[config.mk]
export PLATFORM = sky130hd
export DESIGN_NAME = cmd_ring_tracker
export DESIGN_NICKNAME = d
export VERILOG_FILES = /design/src/rtl/ring_trk_pkg.sv /design/src/rtl/ring_trk_ctrl.sv /design/src/rtl/ring_trk_cursor.sv /design/src/rtl/ring_trk_credit.sv /design/src/rtl/cmd_ring_tracker.sv
export SDC_FILE = /design/constraint.sdc
export NUM_CORES = 1
export LEC_CHECK = 0
export ABC_AREA = 1
export ABC_CLOCK_PERIOD_IN_PS = 7400
export CAP_MARGIN = 20
export CORE_ASPECT_RATIO = 0.6
export CORE_MARGIN = 1
export CORE_UTILIZATION = 48
export DETAILED_ROUTE_END_ITERATION = 8
export GPL_ROUTABILITY_DRIVEN = 1
export PLACE_DENSITY = 0.87
export SETUP_SLACK_MARGIN = 0.05
export SKIP_CTS_REPAIR_TIMING = 1
export SKIP_LAST_GASP = 1
export SYNTH_ARGS = -nofsm -noshare
export SYNTH_HDL_FRONTEND = slang
export SYNTH_SLANG_ARGS = --single-unit
[constraint.sdc]
create_clock -name clk -period 7.4 [get_ports clk]
set_input_delay 0.74 -clock clk [delete_from_list [all_inputs] [get_ports clk]]
set_output_delay 0.74 -clock clk [all_outputs]
set_load 0.02 [all_outputs]
[src/rtl/ring_trk_pkg.sv]
package ring_trk_pkg;

   typedef enum logic [1:0] {
      NTF_UNCACHED = 2'd0,
      NTF_CACHED   = 2'd1,
      NTF_VALIDBIT = 2'd2,
      NTF_RESERVED = 2'd3
   } notify_mode_e;

   typedef struct packed {
      logic grant;
      logic deny;
      logic seq_err;
      logic commit;
      logic pend_go;
      logic pend_deny;
      logic advance;
   } ctrl_dec_t;

endpackage

[src/rtl/ring_trk_ctrl.sv]
module ring_trk_ctrl
   import ring_trk_pkg::*;
(
   input  logic      clk,
   input  logic      rst_n,
   input  logic      init_load,
   input  logic      start_req,
   input  logic      abort_req,
   input  logic      commit_req,
   input  logic      pend_req,
   input  logic      free_zero,
   input  logic      free_low,
   input  logic      vb_only,
   output ctrl_dec_t dec,
   output logic      busy
);

   logic busy_q;
   logic abort_go;

   always_comb begin
      dec           = '0;
      dec.grant     = !init_load && start_req && !busy_q && !free_zero;
      dec.deny      = !init_load && start_req && !busy_q &&  free_zero;
      dec.seq_err   = !init_load && start_req &&  busy_q;
      dec.commit    = !init_load && busy_q && commit_req;
      dec.pend_go   = !init_load && busy_q && !commit_req && pend_req &&
                      !free_low && !vb_only;
      dec.pend_deny = !init_load && busy_q && !commit_req && pend_req &&
                      (free_low || vb_only);
      dec.advance   = dec.commit || dec.pend_go;
   end

   assign abort_go = !init_load && busy_q && !commit_req && !pend_req && abort_req;

   always_ff @(posedge clk or negedge rst_n) begin
      if (!rst_n)                     busy_q <= 1'b0;
      else if (init_load)             busy_q <= 1'b0;
      else if (dec.grant)             busy_q <= 1'b1;
      else if (dec.commit || abort_go) busy_q <= 1'b0;
   end

   assign busy = busy_q;

endmodule

[src/rtl/ring_trk_cursor.sv]
module ring_trk_cursor #(
   parameter int IDX_W = 3
) (
   input  logic             clk,
   input  logic             rst_n,
   input  logic             load,
   input  logic [IDX_W-1:0] load_idx,
   input  logic             load_vb,
   input  logic             advance,
   output logic [IDX_W-1:0] cur,
   output logic [IDX_W-1:0] cur_next,
   output logic             vb
);

   logic [IDX_W-1:0] cur_q;
   logic             vb_q;
   logic             carry;

   assign {carry, cur_next} = {1'b0, cur_q} + {{IDX_W{1'b0}}, 1'b1};

   always_ff @(posedge clk or negedge rst_n) begin
      if (!rst_n) begin
         cur_q <= '0;
         vb_q  <= 1'b0;
      end else if (load) begin
         cur_q <= load_idx;
         vb_q  <= load_vb;
      end else if (advance) begin
         cur_q <= cur_next;
         vb_q  <= vb_q ^ carry;
      end
   end

   assign cur = cur_q;
   assign vb  = vb_q;

endmodule

[src/rtl/ring_trk_credit.sv]
module ring_trk_credit #(
   parameter int IDX_W = 3
) (
   input  logic             clk,
   input  logic             rst_n,
   input  logic             load,
   input  logic [IDX_W-1:0] load_ci,
   input  logic [IDX_W-1:0] load_pi,
   input  logic             ci_load,
   input  logic [IDX_W-1:0] ci_value,
   input  logic             advance,
   output logic [IDX_W:0]   free_cnt,
   output logic             delta_valid,
   output logic [IDX_W:0]   delta
);

   localparam int            DEPTH    = 1 << IDX_W;
   localparam logic [IDX_W:0] DEPTH_V  = (IDX_W+1)'(DEPTH);
   localparam logic [IDX_W:0] MAX_FREE = (IDX_W+1)'(DEPTH - 1);

   function automatic logic [IDX_W:0] cyc_dist(input logic [IDX_W-1:0] first,
                                                input logic [IDX_W-1:0] last);
      if (first <= last) return {1'b0, last} - {1'b0, first};
      else               return DEPTH_V + {1'b0, last} - {1'b0, first};
   endfunction

   logic [IDX_W-1:0] ci_q;
   logic [IDX_W:0]   free_q;
   logic [IDX_W:0]   gain;

   assign gain = ci_load ? cyc_dist(ci_q, ci_value) : '0;

   always_ff @(posedge clk or negedge rst_n) begin
      if (!rst_n) begin
         ci_q        <= '0;
         free_q      <= MAX_FREE;
         delta_valid <= 1'b0;
         delta       <= '0;
      end else if (load) begin
         ci_q        <= load_ci;
         free_q      <= MAX_FREE - cyc_dist(load_ci, load_pi);
         delta_valid <= 1'b0;
      end else begin
         if (ci_load) ci_q <= ci_value;
         free_q      <= free_q + gain - {{IDX_W{1'b0}}, advance};
         delta_valid <= ci_load;
         if (ci_load) delta <= gain;
      end
   end

   assign free_cnt = free_q;

endmodule

[src/rtl/cmd_ring_tracker.sv]
module cmd_ring_tracker
   import ring_trk_pkg::*;
#(
   parameter int IDX_W      = 3,
   parameter int SLOT_SHIFT = 6,
   parameter int VERB_W     = 8,
   parameter int THR_W      = 8,
   parameter int CFG_W      = 5
) (
   input  logic                      clk,
   input  logic                      rst_n,
   input  logic                      init_load,
   input  logic [IDX_W:0]            init_pi,
   input  logic [IDX_W-1:0]          init_ci,
   input  logic [1:0]                init_mode,
   input  logic                      start_req,
   input  logic                      abort_req,
   input  logic                      commit_req,
   input  logic                      pend_req,
   input  logic [VERB_W-1:0]         cmd_code,
   input  logic                      ci_load,
   input  logic [IDX_W-1:0]          ci_value,
   input  logic                      thr_we,
   input  logic [THR_W-1:0]          thr_wdata,
   output logic                      start_grant,
   output logic                      start_deny,
   output logic                      pend_deny,
   output logic                      seq_err,
   output logic                      busy,
   output logic                      verb_valid,
   output logic [VERB_W-1:0]         verb_out,
   output logic [IDX_W+SLOT_SHIFT-1:0] verb_addr,
   output logic                      pi_wr_unc,
   output logic                      pi_wr_cac,
   output logic [IDX_W-1:0]          pi_out,
   output logic [IDX_W-1:0]          cursor,
   output logic                      vbit,
   output logic [IDX_W:0]            free_cnt,
   output logic [IDX_W:0]            fill_cnt,
   output logic                      ci_delta_valid,
   output logic [IDX_W:0]            ci_delta,
   output logic [CFG_W-1:0]          cfg_out,
   output logic [THR_W-1:0]          thr_out
);

   localparam int             ADDR_W   = IDX_W + SLOT_SHIFT;
   localparam int             DEPTH    = 1 << IDX_W;
   localparam logic [IDX_W:0] MAX_FREE = (IDX_W+1)'(DEPTH - 1);

   if (IDX_W < 2 || IDX_W > 8) begin : g_bad_idx
      $error("IDX_W must lie in 2..8");
   end
   if (VERB_W < 2) begin : g_bad_verb
      $error("VERB_W must be at least 2");
   end
   if (CFG_W < 2) begin : g_bad_cfg
      $error("CFG_W must hold the 2-bit style");
   end

   ctrl_dec_t        dec;
   notify_mode_e     mode_q;
   logic [IDX_W-1:0] cur_next;
   logic [ADDR_W-1:0] slot_addr;

   ring_trk_ctrl u_ctrl (
      .clk        (clk),
      .rst_n      (rst_n),
      .init_load  (init_load),
      .start_req  (start_req),
      .abort_req  (abort_req),
      .commit_req (commit_req),
      .pend_req   (pend_req),
      .free_zero  (free_cnt == '0),
      .free_low   (free_cnt <= (IDX_W+1)'(1)),
      .vb_only    (mode_q[1]),
      .dec        (dec),
      .busy       (busy)
   );

   ring_trk_cursor #(.IDX_W(IDX_W)) u_cursor (
      .clk      (clk),
      .rst_n    (rst_n),
      .load     (init_load),
      .load_idx (init_pi[IDX_W-1:0]),
      .load_vb  (init_pi[IDX_W]),
      .advance  (dec.advance),
      .cur      (cursor),
      .cur_next (cur_next),
      .vb       (vbit)
   );

   ring_trk_credit #(.IDX_W(IDX_W)) u_credit (
      .clk         (clk),
      .rst_n       (rst_n),
      .load        (init_load),
      .load_ci     (init_ci),
      .load_pi     (init_pi[IDX_W-1:0]),
      .ci_load     (ci_load),
      .ci_value    (ci_value),
      .advance     (dec.advance),
      .free_cnt    (free_cnt),
      .delta_valid (ci_delta_valid),
      .delta       (ci_delta)
   );

   if (SLOT_SHIFT > 0) begin : g_slot_shift
      assign slot_addr = {cursor, {SLOT_SHIFT{1'b0}}};
   end else begin : g_slot_flat
      assign slot_addr = cursor;
   end

   always_ff @(posedge clk or negedge rst_n) begin
      if (!rst_n) begin
         mode_q      <= NTF_UNCACHED;
         thr_out     <= '0;
         start_grant <= 1'b0;
         start_deny  <= 1'b0;
         pend_deny   <= 1'b0;
         seq_err     <= 1'b0;
         verb_valid  <= 1'b0;
         verb_out    <= '0;
         verb_addr   <= '0;
         pi_wr_unc   <= 1'b0;
         pi_wr_cac   <= 1'b0;
         pi_out      <= '0;
      end else begin
         if (init_load) mode_q <= notify_mode_e'(init_mode);
         if (thr_we)    thr_out <= thr_wdata;
         start_grant <= dec.grant;
         start_deny  <= dec.deny;
         pend_deny   <= dec.pend_deny;
         seq_err     <= dec.seq_err;
         verb_valid  <= dec.advance;
         pi_wr_unc   <= dec.commit && (mode_q == NTF_UNCACHED);
         pi_wr_cac   <= dec.commit && (mode_q == NTF_CACHED);
         if (dec.advance) begin
            verb_out  <= cmd_code | {vbit, {(VERB_W-1){1'b0}}};
            verb_addr <= slot_addr;
         end
         if (dec.commit && !mode_q[1]) pi_out <= cur_next;
      end
   end

   assign fill_cnt = MAX_FREE - free_cnt;
   assign cfg_out  = {{(CFG_W-2){1'b0}}, mode_q};

endmodule

==> results of run 1 <==
how the worst min path moves through the flow:
stage / endpoint / depth (start not counted)
6_report: u_credit.delta[1] / 1
3_3_place_gp: pi_wr_unc / 1
4_1_cts: pi_wr_unc / 1
5_1_grt: u_credit.delta[2] / 1
3_5_place_dp: pi_wr_unc / 1
2_1_floorplan: mode_q[0] / 0
registers in the layout, summed over array words and instances (netlist names), 2 cells and up:
name / flops
mode_q: 2
pi_out: 3
thr_out: 8
u_credit.ci_q: 3
u_credit.delta: 4
u_credit.free_cnt: 4
u_cursor.cur: 3
verb_addr: 3
verb_out: 8
critical path, cell delays in order:
cell and delay, ns:
clkdlybuf4s50_1 0.39, inv_1 0.08, ha_1 0.18, inv_1 0.08, fa_1 0.36, inv_1 0.08
fa_1 0.40, or2_2 0.32, ha_1 0.28, inv_1 0.04, ha_1 0.33, a21oi_1 0.19
nand2_1 0.08, nand2_1 0.07, nand2_1 0.06, inv_1 0.05, nand2_1 0.05, nand3_1 0.07
nand2_1 0.06
power breakdown:
group | internal, mW | switching [mW]
Combinational | 0.221 | 0.257
Clock | 0.0659 | 0.0853
Sequential | 0.331 | 0.0469
layout make-up:
class | instances | area [um^2]
clock inverters | 3 | 18.8
flip-flops and latches | 48 | 1200
repair buffers | 86 | 866
clock buffers | 5 | 68.8
multi-input cells | 184 | 1080
well taps | 66 | 82.6
inverters | 40 | 153
fillers | 402 | 1580
synthesized netlist by cell type, types with 2 or more instances:
cell      number
a21oi_1        3
fa_1           5
nand2_1       75
nand3_2        2
buf_4         13
ha_1          13
mux2_2         8
dfrtp_1       45
o21ai_1        3
nor3_1         2
nand3_1       19
nor2_1        16
inv_2          3
o21ai_0       12
inv_1         36
xor2_1         2
buf_2          3
or2_2          2
dfstp_2        3
o211ai_1       2
nand2_2        2
metrics by stage:
stage          instances  worst slack, ns  utilization [%]
5_1_grt              432             3.47             68.7
3_5_place_dp         423             3.36             66.5
2_1_floorplan        289             4.03                -
6_report             432             3.66             68.7
4_1_cts              431             3.68             68.3
3_3_place_gp         423             3.52             66.5
logic make-up after synthesis:
| kind of cell | after synthesis |
|---|---|
| AOI/OAI and AO/OA | 25 |
| xor gates and xnor gates | 3 |
| adders and majority gates | 18 |
| buffers and inverters | 57 |
| DFF | 48 |
| muxes | 9 |
| other | 1 |
| and+or+nand+nor | 120 |
metal layers:
metal | vias to the layer above | global-route usage [%] | routed length [um]
met5 | - | 0 | 0
met4 | 0 | 3.84 | 31
met3 | 4 | 5.38 | 423
met2 | 84 | 34.3 | 2630
met1 | 1003 | 32.7 | 2790
li1 | 1028 | - | -
==> impl_metrics.py, run 1 <==
metrics = {
    "clock_network": {
        "cts_tree": "done",
        "clk_path_buf_depth": 2,
        "worst_skew_pair.late_latency_ns": 0.30,
        "clock_sinks": 48,
        "root_buffer": "clkbuf_8",
        "path_clk_slew_ns": 0.08,
        "cts_max_level": 2,
        "cts_buffers": 5,
    },
    "synth": {
        "synth_simple_gate_area_share_pct": 20.0,
        "synth_cell_types": 33,
        "synthesis.area_um2": 2530,
        "synth_compound_area_share_pct": 5.89,
        "synthTopCellsByArea": "dfrtp_1, nand2_1, ha_1",
        "synth_seq_cells": 48,
        "synthArstFlopShare_pct": 100,
        "synth_top_area_cell": "dfrtp_1",
        "synth_top_family_by_area": "simple AND/OR/NAND/NOR gates",
        "synthAdderAreaFrac_pct": 10.4,
        "synth_edf_count": 0,
        "synth-xor-area-share_pct": 1.04,
        "synth.avg_cell_area_um2": 9.00,
        "syn-instance-count": 281,
        "yosys_warnings": 0,
        "yosysSeqAreaShare_pct": 47.6,
        "yosys.area.top_type_share_pct": 44.5,
        "synthFlopType": "dfrtp_1",
        "synth_mux_area_share_pct": 3.96,
    },
    "sta": {
        "slew_viol_final": 0,
        "timing.hold.ws_ns": 0.274,
        "finalCritPeriodShare_pct": 50.5,
        "slew-limit-headroom_pct": 44.3,
        "fmax_ghz": 0.267,
        "min_period_ns": 3.74,
        "finalHoldViolations": 0,
        "setup_viol": 0,
        "clock_skew_ns": 0.00731,
        "rsz0062_at_grt": "no",
        "worstMarginPinSlew_ns": 0.832,
        "setup-tns-final_ns": 0,
    },
    "worst_setup_path": {
        "reg2reg_depth": 17,
        "setup.worst_path.end": "u_credit.free_cnt[3]",
        "r2r-start": "u_credit.ci_q[0]",
        "reg2reg_slack_ns": 4.23,
        "critPathCaptureType": "flop",
        "path_max_fanout": 3,
        "crit_type": "input port to flop",
        "rr_endpoint": "u_credit.free_cnt[3]",
        "required_ns": 7.58,
        "cp_data_arrival_time_ns": 3.92,
        "cp-start-kind": "input port",
        "cp-startpoint": "ci_value[0]",
    },
    "grt": {
        "grt_pass1_wl_um": 9320,
        "grt_max_degree": 49,
        "antenna_found_initial": 0,
        "grt-ovfl-total": 0,
        "track_usage_pct": 22.3,
        "grt_pass1_vias": 1987,
    },
    "placement": {
        "portBuffers": 85,
        "hpwl_um": 4610,
        "dpl_cell_area_um2": 3360,
        "globalplace.congestion": 0.895,
    },
    "final_layout": {
        "num_antenna_cells": 0,
        "postLayoutCellArea_um2": 3470,
        "nets": 420,
        "layout_commonest_cell": "clkdlybuf4s50_1",
        "syn_to_final_growth_pct": 37.3,
        "layout_common_cells": "clkdlybuf4s50_1, nand2_1, dfrtp_1",
        "final_layout_size_suffix_gt1_share_pct": 9.29,
    },
    "power": {
        "ir_drop_uv": 171,
        "power_mw": 1.01,
        "powerDensity_nw_per_um2": 290,
        "leakage_nw": 1.71,
    },
    "drt": {
        "vias_per_cell": 4.91,
        "firstDrtPassIters": 4,
        "drt.antenna.violating_nets": 0,
        "finalWirelength_um": 5870,
        "drtIter0Drc": 94,
        "routedWlPerCell_um": 13.6,
        "drc_errors": 0,
        "vias": 2119,
    },
    "floorplanning": {
        "fp.coreArea_um2": 5050,
        "die_w_um": 95.7,
        "start_util_pct": 50.0,
        "rows": 20,
        "io_pins": 95,
        "die_area_um2": 5570,
        "die_h_um": 58.2,
    },
    "run": {
        "cap_viol_max_count": 0,
    },
    "min_path": {
        "hold_path_class": "input port to async pin",
    },
    "outcome": {
        "status": "finished clean",
    },
}
Power figures use the tool's default switching activity.
==> run 2, diff against run 1 <==
--- a/config.mk
+++ b/config.mk
@@ -6,14 +6,14 @@
 export NUM_CORES = 1
 export LEC_CHECK = 0
 export ABC_AREA = 1
-export ABC_CLOCK_PERIOD_IN_PS = 7400
+export ABC_CLOCK_PERIOD_IN_PS = 3800
 export CAP_MARGIN = 20
 export CORE_ASPECT_RATIO = 0.6
 export CORE_MARGIN = 1
-export CORE_UTILIZATION = 48
+export CORE_UTILIZATION = 44
 export DETAILED_ROUTE_END_ITERATION = 8
 export GPL_ROUTABILITY_DRIVEN = 1
-export PLACE_DENSITY = 0.87
+export PLACE_DENSITY = 0.81
 export SETUP_SLACK_MARGIN = 0.05
 export SKIP_CTS_REPAIR_TIMING = 1
 export SKIP_LAST_GASP = 1
==> constraint.sdc (replaced) <==
create_clock -name clk -period 3.8 [get_ports clk]
set_input_delay 0.38 -clock clk [delete_from_list [all_inputs] [get_ports clk]]
set_output_delay 0.38 -clock clk [all_outputs]
set_load 0.02 [all_outputs]
==> impl_metrics.py, run 2 (same netlist as run 1, synthesis figures left out) <==
metrics = {
    "clock_network": {
        "cts_tree": "done",
        "clock_sinks": 48,
        "root_buffer": "clkbuf_8",
        "cts_max_level": 2,
        "cts_buffers": 5,
        "worst_skew_pair.late_latency_ns": 0.29,
        "clk_path_buf_depth": 2,
        "path_clk_slew_ns": 0.09,
    },
    "placement": {
        "globalplace.congestion": 0.931,
        "hpwl_um": 4620,
        "place_inst": 435,
        "portBuffers": 85,
    },
    "grt": {
        "top_usage_layer": "met1",
        "grt_max_degree": 49,
        "grt_pass1_vias": 1881,
        "grt_pass1_wl_um": 9390,
        "grt_util_met1_pct": 31.9,
        "met3_usage_pct": 5.18,
        "antenna_found_initial": 0,
        "track_usage_pct": 20.4,
        "globalRouteMet2Util_pct": 29.4,
        "grt-ovfl-total": 0,
    },
    "sta": {
        "fmax_ghz": 0.295,
        "setup_viol": 0,
        "min_period_ns": 3.39,
        "clock_skew_ns": 0.00770,
        "slew_viol_final": 0,
        "rsz0062_at_grt": "no",
        "finalHoldViolations": 0,
        "finalCritPeriodShare_pct": 89.3,
        "setup-tns-final_ns": 0,
    },
    "drt": {
        "vias_per_cell": 4.69,
        "firstDrtPassIters": 4,
        "drc_errors": 0,
        "vias": 2089,
        "drt.antenna.violating_nets": 0,
        "finalWirelength_um": 5900,
        "routedWlPerCell_um": 13.2,
        "drtIter0Drc": 112,
    },
    "worst_setup_path": {
        "cp-start-kind": "input port",
        "required_ns": 3.99,
        "crit_type": "input port to flop",
        "path_max_fanout": 3,
        "critPathCaptureType": "flop",
        "cp_data_arrival_time_ns": 3.58,
    },
    "final_layout": {
        "nets": 422,
        "reg_top3": "thr_out x8, verb_out x8",
        "syn_to_final_growth_pct": 38.8,
        "layout_commonest_cell": "clkdlybuf4s50_1",
        "layout_common_cells": "clkdlybuf4s50_1, nand2_1, dfrtp_1",
        "final_layout_size_suffix_gt1_share_pct": 9.51,
        "fin_cells": 445,
        "num_antenna_cells": 0,
    },
    "floorplanning": {
        "io_pins": 95,
        "fp.coreArea_um2": 5280,
        "rows": 20,
        "die_w_um": 99.9,
        "die_h_um": 60.7,
        "die_area_um2": 6060,
        "start_util_pct": 47.9,
    },
    "min_path": {
        "hold_path_class": "flop to flop",
    },
    "power": {
        "leakage_nw": 1.72,
        "ir_drop_uv": 325,
        "powerDensity_nw_per_um2": 566,
    },
    "run": {
        "cap_viol_max_count": 0,
    },
    "outcome": {
        "status": "finished clean",
    },
}
## run 2: changes by cell type in the layout (fill, tap and decap cells not counted), sizes merged
cell | previous run | this run
buf | 2 | 3
inv | 40 | 41
clkbuf | 5 | 6
dlygate4sd3 | 0 | 1
clkinv | 3 | 1
## run 2: worst paths after layout
| check | from | end | slack [ns] | cells past startpoint |
|---|---|---|---|---|
| max in group asynchronous | rst_n | u_credit.free_cnt[0] | 2.79 | 3 |
| hold / removal | mode_q[0] | pi_wr_unc | 0.45 | 1 |
| hold reg to reg | mode_q[0] | pi_wr_unc | 0.45 | 1 |
| setup reg to reg | u_credit.ci_q[0] | u_credit.free_cnt[3] | 0.62 | 17 |
| setup / recovery | ci_value[0] | u_credit.free_cnt[3] | 0.41 | 19 |
| min in group asynchronous | rst_n | u_credit.delta[1] | 0.47 | 2 |
## run 2: worst max-delay path, stage by stage
cell,delay [ns]
clkdlybuf4s50_1,0.39
inv_1,0.08
ha_1,0.19
inv_1,0.08
fa_1,0.36
inv_1,0.08
fa_1,0.41
or2_2,0.32
ha_1,0.28
inv_1,0.04
ha_1,0.33
a21oi_1,0.20
nand2_1,0.08
nand2_1,0.07
nand2_1,0.06
inv_1,0.05
nand2_1,0.04
nand3_1,0.08
nand2_1,0.05
## run 2: cell type report
| cell class | count | area, um^2 |
|---|---|---|
| multi-input cells | 184 | 1080 |
| repair buffers | 88 | 883 |
| inverters | 40 | 153 |
| clock buffers | 6 | 82.6 |
| well taps | 77 | 96.3 |
| fillers | 468 | 1770 |
| clock inverters | 2 | 13.8 |
| flip-flops and latches | 48 | 1200 |
## run 2: power by group
| part | internal, mW | switching, mW | leakage, nW |
|---|---|---|---|
| combinational | 0.432 | 0.500 | 1.08 |
| sequential | 0.644 | 0.0922 | 0.595 |
| clock | 0.149 | 0.171 | 0.0516 |
| total | 1.23 | 0.763 | 1.72 |
## run 2: metal layers
metal / vias up / routed length [um] / share of wire, %
li1: 1033 / - / -
met1: 952 / 2950 / 50
met2: 102 / 2390 / 41
met3: 2 / 553 / 9.4
met4: 0 / 6 / 0.10
met5: - / 0 / 0
## run 2: through the flow
step	area (um^2)	setup slack, ns	power (mW)	util [%]	hold WS [ns]
after global routing	3510	0.204	2.12	66.5	0.468
after floorplan	2560	0.789	1.26	-	0.0844
final	3510	0.407	1.99	66.5	0.455
after CTS	3480	0.427	1.99	65.9	0.297
after detailed placement	3380	0.112	1.67	64.1	0.440
after global placement	3380	0.254	1.64	64.1	0.442
